**src/rtl/dcw_pkg.sv**
```systemverilog
package dcw_pkg;
  typedef enum logic [2:0] {
    ST_IDLE,
    ST_SETUP,
    ST_HI,
    ST_LO,
    ST_HOLD,
    ST_LDWAIT,
    ST_LDPULSE,
    ST_RECOV
  } dcw_state_t;
endpackage

```
**src/rtl/dcw_frame_pack.sv**
```systemverilog
module dcw_frame_pack #(
  parameter int NUM_DEV = 2,
  parameter int CODE_W  = 12
) (
  input  logic [NUM_DEV*CODE_W-1:0]   code_b,
  input  logic [NUM_DEV*CODE_W-1:0]   code_a,
  output logic [NUM_DEV*2*CODE_W-1:0] frame
);
  localparam int WORD_W = 2 * CODE_W;

  // Highest slice is shifted first, so device NUM_DEV-1 occupies the top word.
  for (genvar d = 0; d < NUM_DEV; d++) begin : g_word
    assign frame[d*WORD_W +: WORD_W] = {code_b[d*CODE_W +: CODE_W],
                                        code_a[d*CODE_W +: CODE_W]};
  end
endmodule

```
**src/rtl/dcw_tx_shift.sv**
```systemverilog
module dcw_tx_shift #(
  parameter int W = 48
) (
  input  logic         clk,
  input  logic         rst,
  input  logic         load,
  input  logic         shift,
  input  logic [W-1:0] din,
  output logic         dout
);
  logic [W-1:0] sr;

  always_ff @(posedge clk) begin
    if (rst) begin
      sr <= '0;
    end else if (load) begin
      sr <= din;
    end else if (shift) begin
      sr <= {sr[W-2:0], 1'b0};
    end
  end

  assign dout = sr[W-1];
endmodule

```
**src/rtl/dcw_rx_capture.sv**
```systemverilog
module dcw_rx_capture #(
  parameter int W = 48
) (
  input  logic         clk,
  input  logic         rst,
  input  logic         sample,
  input  logic         bit_in,
  input  logic         snap,
  output logic [W-1:0] held
);
  logic [W-1:0] acc;

  always_ff @(posedge clk) begin
    if (rst) begin
      acc  <= '0;
      held <= '0;
    end else begin
      if (sample) acc <= {acc[W-2:0], bit_in};
      if (snap)   held <= acc;
    end
  end
endmodule

```
**src/rtl/dac_chain_writer.sv**
```systemverilog
module dac_chain_writer
  import dcw_pkg::*;
#(
  parameter int NUM_DEV  = 2,
  parameter int CODE_W   = 12,
  parameter int HALF_DIV = 4,
  parameter int CSS_CYC  = 3,
  parameter int CSH_CYC  = 4,
  parameter int LDS_CYC  = 3,
  parameter int LDW_CYC  = 5,
  parameter int CSW_CYC  = 6
) (
  input  logic                        clk,
  input  logic                        rst,
  input  logic                        start,
  input  logic                        mode4,
  input  logic [NUM_DEV*CODE_W-1:0]   code_b,
  input  logic [NUM_DEV*CODE_W-1:0]   code_a,
  input  logic                        miso,
  output logic                        busy,
  output logic                        done,
  output logic                        sclk,
  output logic                        cs_n,
  output logic                        mosi,
  output logic                        ldac_n,
  output logic [NUM_DEV*2*CODE_W-1:0] rdback
);
  localparam int FRAME_W = NUM_DEV * 2 * CODE_W;
  localparam int EDGE_W  = $clog2(FRAME_W + 1);
  localparam int MAX_1   = (HALF_DIV > CSS_CYC) ? HALF_DIV : CSS_CYC;
  localparam int MAX_2   = (CSH_CYC > LDS_CYC) ? CSH_CYC : LDS_CYC;
  localparam int MAX_3   = (LDW_CYC > CSW_CYC) ? LDW_CYC : CSW_CYC;
  localparam int MAX_12  = (MAX_1 > MAX_2) ? MAX_1 : MAX_2;
  localparam int MAX_ALL = (MAX_12 > MAX_3) ? MAX_12 : MAX_3;
  localparam int CNT_W   = $clog2(MAX_ALL + 1);

  dcw_state_t           state;
  logic [CNT_W-1:0]     cnt;
  logic [EDGE_W-1:0]    edges;
  logic                 mode4_q;
  logic [FRAME_W-1:0]   frame;
  int                   lim;
  logic                 tick;
  logic                 load, shift, sample, snap;

  dcw_frame_pack #(.NUM_DEV(NUM_DEV), .CODE_W(CODE_W)) u_pack (
    .code_b(code_b), .code_a(code_a), .frame(frame)
  );

  // Length of the current phase in system clocks.
  always_comb begin
    unique case (state)
      ST_SETUP:       lim = CSS_CYC;
      ST_HI, ST_LO:   lim = HALF_DIV;
      ST_HOLD:        lim = CSH_CYC;
      ST_LDWAIT:      lim = LDS_CYC;
      ST_LDPULSE:     lim = LDW_CYC;
      ST_RECOV:       lim = CSW_CYC;
      default:        lim = 1;
    endcase
  end

  assign tick   = (cnt == CNT_W'(lim - 1));
  assign load   = (state == ST_IDLE) && start;
  assign sample = tick && ((state == ST_SETUP) || (state == ST_LO));
  assign shift  = tick && (state == ST_HI) && (edges != EDGE_W'(FRAME_W));
  assign snap   = tick && (state == ST_HOLD);

  dcw_tx_shift #(.W(FRAME_W)) u_tx (
    .clk(clk), .rst(rst), .load(load), .shift(shift), .din(frame), .dout(mosi)
  );

  dcw_rx_capture #(.W(FRAME_W)) u_rx (
    .clk(clk), .rst(rst), .sample(sample), .bit_in(miso), .snap(snap),
    .held(rdback)
  );

  always_ff @(posedge clk) begin
    if (rst) begin
      state   <= ST_IDLE;
      cnt     <= '0;
      edges   <= '0;
      mode4_q <= 1'b0;
      busy    <= 1'b0;
      done    <= 1'b0;
      sclk    <= 1'b0;
      cs_n    <= 1'b1;
      ldac_n  <= 1'b1;
    end else begin
      done <= 1'b0;
      if (state != ST_IDLE) cnt <= tick ? '0 : cnt + 1'b1;
      unique case (state)
        ST_IDLE: begin
          cnt <= '0;
          if (start) begin
            cs_n    <= 1'b0;
            busy    <= 1'b1;
            mode4_q <= mode4;
            edges   <= '0;
            state   <= ST_SETUP;
          end
        end
        ST_SETUP, ST_LO: begin
          if (tick) begin
            sclk  <= 1'b1;
            edges <= edges + 1'b1;
            state <= ST_HI;
          end
        end
        ST_HI: begin
          if (tick) begin
            sclk  <= 1'b0;
            state <= (edges == EDGE_W'(FRAME_W)) ? ST_HOLD : ST_LO;
          end
        end
        ST_HOLD: begin
          if (tick) begin
            cs_n  <= 1'b1;
            state <= mode4_q ? ST_LDWAIT : ST_RECOV;
          end
        end
        ST_LDWAIT: begin
          if (tick) begin
            ldac_n <= 1'b0;
            state  <= ST_LDPULSE;
          end
        end
        ST_LDPULSE: begin
          if (tick) begin
            ldac_n <= 1'b1;
            state  <= ST_RECOV;
          end
        end
        ST_RECOV: begin
          if (tick) begin
            busy  <= 1'b0;
            done  <= 1'b1;
            state <= ST_IDLE;
          end
        end
        default: state <= ST_IDLE;
      endcase
    end
  end
endmodule

```
**config.mk**
```make
export PLATFORM = sky130hd
export DESIGN_NAME = dac_chain_writer
export DESIGN_NICKNAME = d
export VERILOG_FILES = /design/src/rtl/dcw_pkg.sv /design/src/rtl/dcw_frame_pack.sv /design/src/rtl/dcw_tx_shift.sv /design/src/rtl/dcw_rx_capture.sv /design/src/rtl/dac_chain_writer.sv
export SDC_FILE = /design/constraint.sdc
export NUM_CORES = 1
export LEC_CHECK = 0
export BUFFER_PORTS_ARGS = -buffer_cell sky130_fd_sc_hd__buf_4
export CORE_MARGIN = 8
export CORE_UTILIZATION = 55
export CTS_CLUSTER_SIZE = 30
export DETAILED_ROUTE_END_ITERATION = 8
export GPL_TIMING_DRIVEN = 0
export PLACE_DENSITY = 0.82
export SYNTH_ARGS = -nofsm -noshare
export SYNTH_HDL_FRONTEND = slang
export SYNTH_SLANG_ARGS = --single-unit
export TNS_END_PERCENT = 10
```
**constraint.sdc**
```tcl
create_clock -name clk -period 1.75 [get_ports clk]
set_input_delay 0.0875 -clock clk [delete_from_list [all_inputs] [get_ports clk]]
set_output_delay 0.0875 -clock clk [all_outputs]
set_load 0.1 [all_outputs]
```
Word level (Yosys, flattened, before mapping)
Cells that the tools add are included.

Logic and storage cells: 85. Input bits: 53. Register bits after elaboration: 162.

Reductions and logical operators: 26. Multiplexer cells: 26. Bitwise gates (word level): 1. Eq/ne operators: 17. $add $sub $neg: 3.

Operators with widths (count): two-way mux 48 bit (2); two-way mux 3 bit (9); one-hot mux 3 bit (7 select lines) (1); AND reduction 3 bit (5); inequality test 2 bit, second input constant (7); == test 3 bit, second input constant (4); two-way mux 6 bit (2); one-hot mux 3 bit (4 select lines) (1); one-hot mux 6 bit (2 select lines) (1); nonzero test 2 bit (6); one-hot mux 1 bit (2 select lines) (4); OR reduction 2 bit (4); AND reduction 7 bit (1); adder 6 x 1 -> 6 bit, second input constant (1); == test 3 x 2 -> 1 bit, second input constant (2); == test 6 bit, second input constant (1); inequality test 6 bit, second input constant (1); logical AND 1 bit (5); two-way mux 1 bit (5); adder 3 x 1 -> 3 bit, second input constant (1); == test 3 x 1 -> 1 bit, second input constant (1); == test 3 bit (1); logical NOT 3 bit (1); nonzero test 3 bit (1); other kinds (6) (6).

Depth between registers and ports, before layout
Word-level depth: 9. Depth in mapped cells: 8. Mapped depth without buffers: 6.

Hierarchy
Synthesis repeated with hierarchy kept, for this count alone.

Cells, all modules: 703. Area total of the unflattened synthesis: 7206.9 um^2.

Modules (own cells, without submodules): dcw_rx_capture (instances 1, area each 3464.6 um^2, cells each 311); dcw_tx_shift (instances 1, area each 2264.7 um^2, cells each 214); dac_chain_writer (instances 1, area each 1117.3 um^2, cells each 130); dcw_frame_pack (instances 1, area each 360.3 um^2, cells each 48).

Least setup slack after synthesis
OpenSTA, ideal clock, no wires.

Path kind: register to register. Start: reg cnt[0]. End: reg u_rx.acc[42]. Period minus slack after synthesis: 1.602 ns. Stages on the path, launching flop included: 9. Library setup time: 0.071 ns. Setup slack: 0.148 ns. Data arrival time: 1.531 ns. Buffers on the path: 4. Required time: 1.679 ns. Cell sequence: dfxtp_1 buf_2 xnor2_1 and3_1 clkbuf_1 buf_2 buf_2 nand2_1 a21oi_1.

Longest elaborated chain between the ends: 2.

RTL lines: start, declared (line dac_chain_writer.sv:38) `logic [CNT_W-1:0] cnt;`; start signal, assigned (line dac_chain_writer.sv:91) `if (state != ST_IDLE) cnt <= tick ? '0 : cnt + 1'b1;`; == test 3 bit (line dac_chain_writer.sv:63) `assign tick = (cnt == CNT_W'(lim - 1));`; logical AND 1 bit (line dac_chain_writer.sv:65) `assign sample = tick && ((state == ST_SETUP) || (state == ST_LO));`; end signal, assigned (line dcw_rx_capture.sv:18) `if (sample) acc <= {acc[W-2:0], bit_in};`; end, declared (line dcw_rx_capture.sv:11) `logic [W-1:0] acc;`.

No other way between the ends. A chain may end at the register's enable or synchronous reset.

Worst setup path in the final report
Start: reg edges[0]. End: reg u_tx.sr[8].

Longest elaborated chain between the ends: 3.

RTL lines: start, declared (line dac_chain_writer.sv:39) `logic [EDGE_W-1:0] edges;`; start signal, assigned (line dac_chain_writer.sv:106) `edges <= edges + 1'b1;`; inequality test 6 bit (line dac_chain_writer.sv:66) `assign shift = tick && (state == ST_HI) && (edges != EDGE_W'(FRAME_W));`; logical AND 1 bit (line dac_chain_writer.sv:66); nonzero test 2 bit (no line); end signal, assigned (line dcw_tx_shift.sv:17) `sr <= din;`; end signal, assigned (line dcw_tx_shift.sv:19) `sr <= {sr[W-2:0], 1'b0};`; end, declared (line dcw_tx_shift.sv:11) `logic [W-1:0] sr;`.

No other way between the ends.

==> impl_results.md <==
- CTS tree: done
- Yosys top cell area share: 0.520
- Number of global-route vias before repair: 6,155
- Net Sw Power: 2.67 mW
- Port bufs: 105
- Setup WS pre-CTS: -0.439 ns
- Yosys warns: 0
- Crit path time final: 1.86 ns
- Syn_nets: 856
- Sum of buffers and inverters on the critical path: 3
- Total chip power: 9.77 mW
- VDD IR max: 953 µV
- Netlist cell types: 39
- Synth Flop Type: dfxtp_1
- Most frequent cells in the layout: nand2_1, dfxtp_1, buf_4
- DR WL/cell: 17.0 µm
- CTS max path bufs: 2
- CP Max Fanout: 10
- Residual DRC: 0
- Clk slew on worst S/H paths: 0.06 ns
- Crit path DAT: 2.17 ns
- Cell Area, Synth: 6240 µm²
- Die H: 123 µm
- Worst Slack Setup Final: -0.112 ns
- Core Area: 11,200 µm²
- Top cells by area, synth: dfxtp_1, nand2_1, a21oi_1, a311oi_1, nor2_1
- Placed insts: 1,048
- Detailed Route Iter0 Violations: 591
- CTS sink cnt: 162
- Status: complete, but fails checks
- Drt total wl: 19.4 mm
- Antenna diode count: 0
- CP Cell Sequence: inv_1, ha_1, nand4_1, a31o_4, buf_6, buf_2, a311oi_2
- Internal: 7.09 mW
- # Max-Cap Violations: 0
- Die area: 15,000 µm²
- Layout area overhead: 41.3%
- RSZ-0062 raised after global routing: yes
- Largest stage delay on the critical path: 0.35 ns
- CP Capture Type: flop
- Synth area leader: dfxtp_1
- Share of cells above drive strength 1: 0.240
- Gr usage total: 0.238
- Fin Hold WS: 0.0603 ns
- Root buffer cell: clkbuf_16
- # setup viols final: 20
- Fin nets: 1,042
- Seq/Total Area, Yosys: 0.520
- Crit path max-delay family: compound AO/OA/AOI/OAI gates
- Commonest non-fill, non-tap cell in the layout: nand2_1
- Post-synthesis async set-or-reset flop share: 0
- Non-Filler Instances: 1,140
- Measured slew at the worst slew-check pin: 0.679 ns
- Antenna violations before repair: 0
- Setup tns final: -0.562 ns
- Worst hold path type: in2reg
- Fill cells: 729
- Yosys reg bits: 162
- CP max stage cell: dfxtp_2
- Hpwl dp: 10.7 mm
- Vias per cell: 5.72
- Crit share post-route: 1.06
- Number of I/O pins: 107
- Remaining Overflow, GRT: 0
- Row count: 39
- Global-route wire length before repair: 28.9 mm
- DRT Pass-1 Iters: 5
- Sw frac: 0.274
- LEAKAGE: 3.31 nW
- Final Hold Vio Count: 0
- Number of synthesized flops with an enable pin: 0
- Clock skew: 0.00680 ns
- Failing checks: negative setup slack
- Slew HR: 0.547
- Combinational power share: 0.177
- CTS buffer count: 17
- Post-synthesis cell count: 800
- GP Congestion: 0.859
- Vias: 6,520
- Final ANT Viol Nets: 0
- Largest net degree at the start of global routing: 17
- Max Fclk: 537 MHz
- Avg Inst Size Synth: 7.80 µm²
- Clk pwr share: 0.405
- Initial core utilization: 0.556
- H-Tree Depth: 4
- Die X: 123 µm
- Clk_lat worst skew: 0.42 ns
- Max Slew Vio Count: 0
- PwrDens: 1110 nW/µm²
- Seq pwr share: 0.418
- Setup CP Type: reg2reg
- Worst Path Required: 2.06 ns
- CP Launch Type: flop
power groups by stage:
stage	Combinational (mW)	Sequential, mW	Clock (mW)
floorplan	0.823	4.17	0
global placement	1.21	4.11	0
detailed placement	1.23	4.12	0
CTS	1.40	4.05	3.94
global route	1.84	4.10	4.12
finish	1.73	4.08	3.95
final timing paths:
kind	from	end	slack [ns]	cells past startpoint
setup / recovery	edges[0]	u_tx.sr[8]	-0.11	7
hold / removal	code_a[0]	u_tx.sr[0]	0.06	3
setup reg to reg	edges[0]	u_tx.sr[8]	-0.11	7
hold reg to reg	u_rx.held[8]	u_rx.held[8]	0.45	2
logic make-up after synthesis:
logic type	after synthesis	share of synthesized area
simple gates	388	0.246
fa+ha+maj	3	0.00602
flops	162	0.520
compound gates	172	0.174
xor+xnor	4	0.00561
buf+inv	71	0.0489
cells in the mapped netlist, types with 5 or more instances:
cell and instances:
a311oi_1 48, buf_4 5, nor2_1 65, nand2_1 296
dfxtp_1 162, buf_2 16, nand3_1 8, inv_1 7
clkbuf_1 43, a211oi_1 5, a21oi_1 104
worst min-delay path, stage by stage:
cell	delay, ns
buf_4	0.08
o2bb2a_1	0.20
nor2_1	0.07
metrics by stage:
step,utilization,instance area [µm²]
3_3_place_gp,0.642,7210
4_1_cts,0.750,8410
3_5_place_dp,0.642,7210
6_report,0.786,8820
2_1_floorplan,-,6240
5_1_grt,0.786,8820
area by class of cell:
| class | count | area [µm²] | area share |
|---|---|---|---|
| Clock buffer | 22 | 474 | 0.0538 |
| Clock inverter | 8 | 153 | 0.0173 |
| Inverter | 7 | 26.3 | 0.00298 |
| Tap cell | 143 | 179 | 0.0203 |
| Sequential cell | 162 | 3250 | 0.369 |
| Timing Repair Buffer | 168 | 1400 | 0.159 |
| Buffer | 63 | 395 | 0.0448 |
| Multi-Input combinational cell | 567 | 2940 | 0.333 |
sequential cells by signal (all words and copies together) (netlist names):
register	flops
edges	6
mode4_q	1
ldac_n	1
u_rx.acc	48
cnt	3
state	3
u_rx.held	48
cs_n	1
u_tx.sr	48
sclk	1
busy	1
done	1
timing repair:
action / CTS / global route
hold endpoints to repair: 48 / 1
hold buffers: 48 / 1
endpoints found under the setup margin: 151 / 158
pin swaps: 2 / 12
gates cloned: 0 / 1
buffers inserted: 3 / 10
gates resized for setup: 32 / 89
layer usage:
| metal | up-vias | wire, µm | global-route usage | share of wire |
|---|---|---|---|---|
| met5 | - | 0 | 0 | 0 |
| met1 | 3071 | 7780 | 0.279 | 0.40 |
| li1 | 3051 | - | - | - |
| met3 | 69 | 1330 | 0.0580 | 0.069 |
| met2 | 329 | 9540 | 0.399 | 0.49 |
| met4 | 0 | 705 | 0.119 | 0.036 |
(Power assumes the default switching activity.)
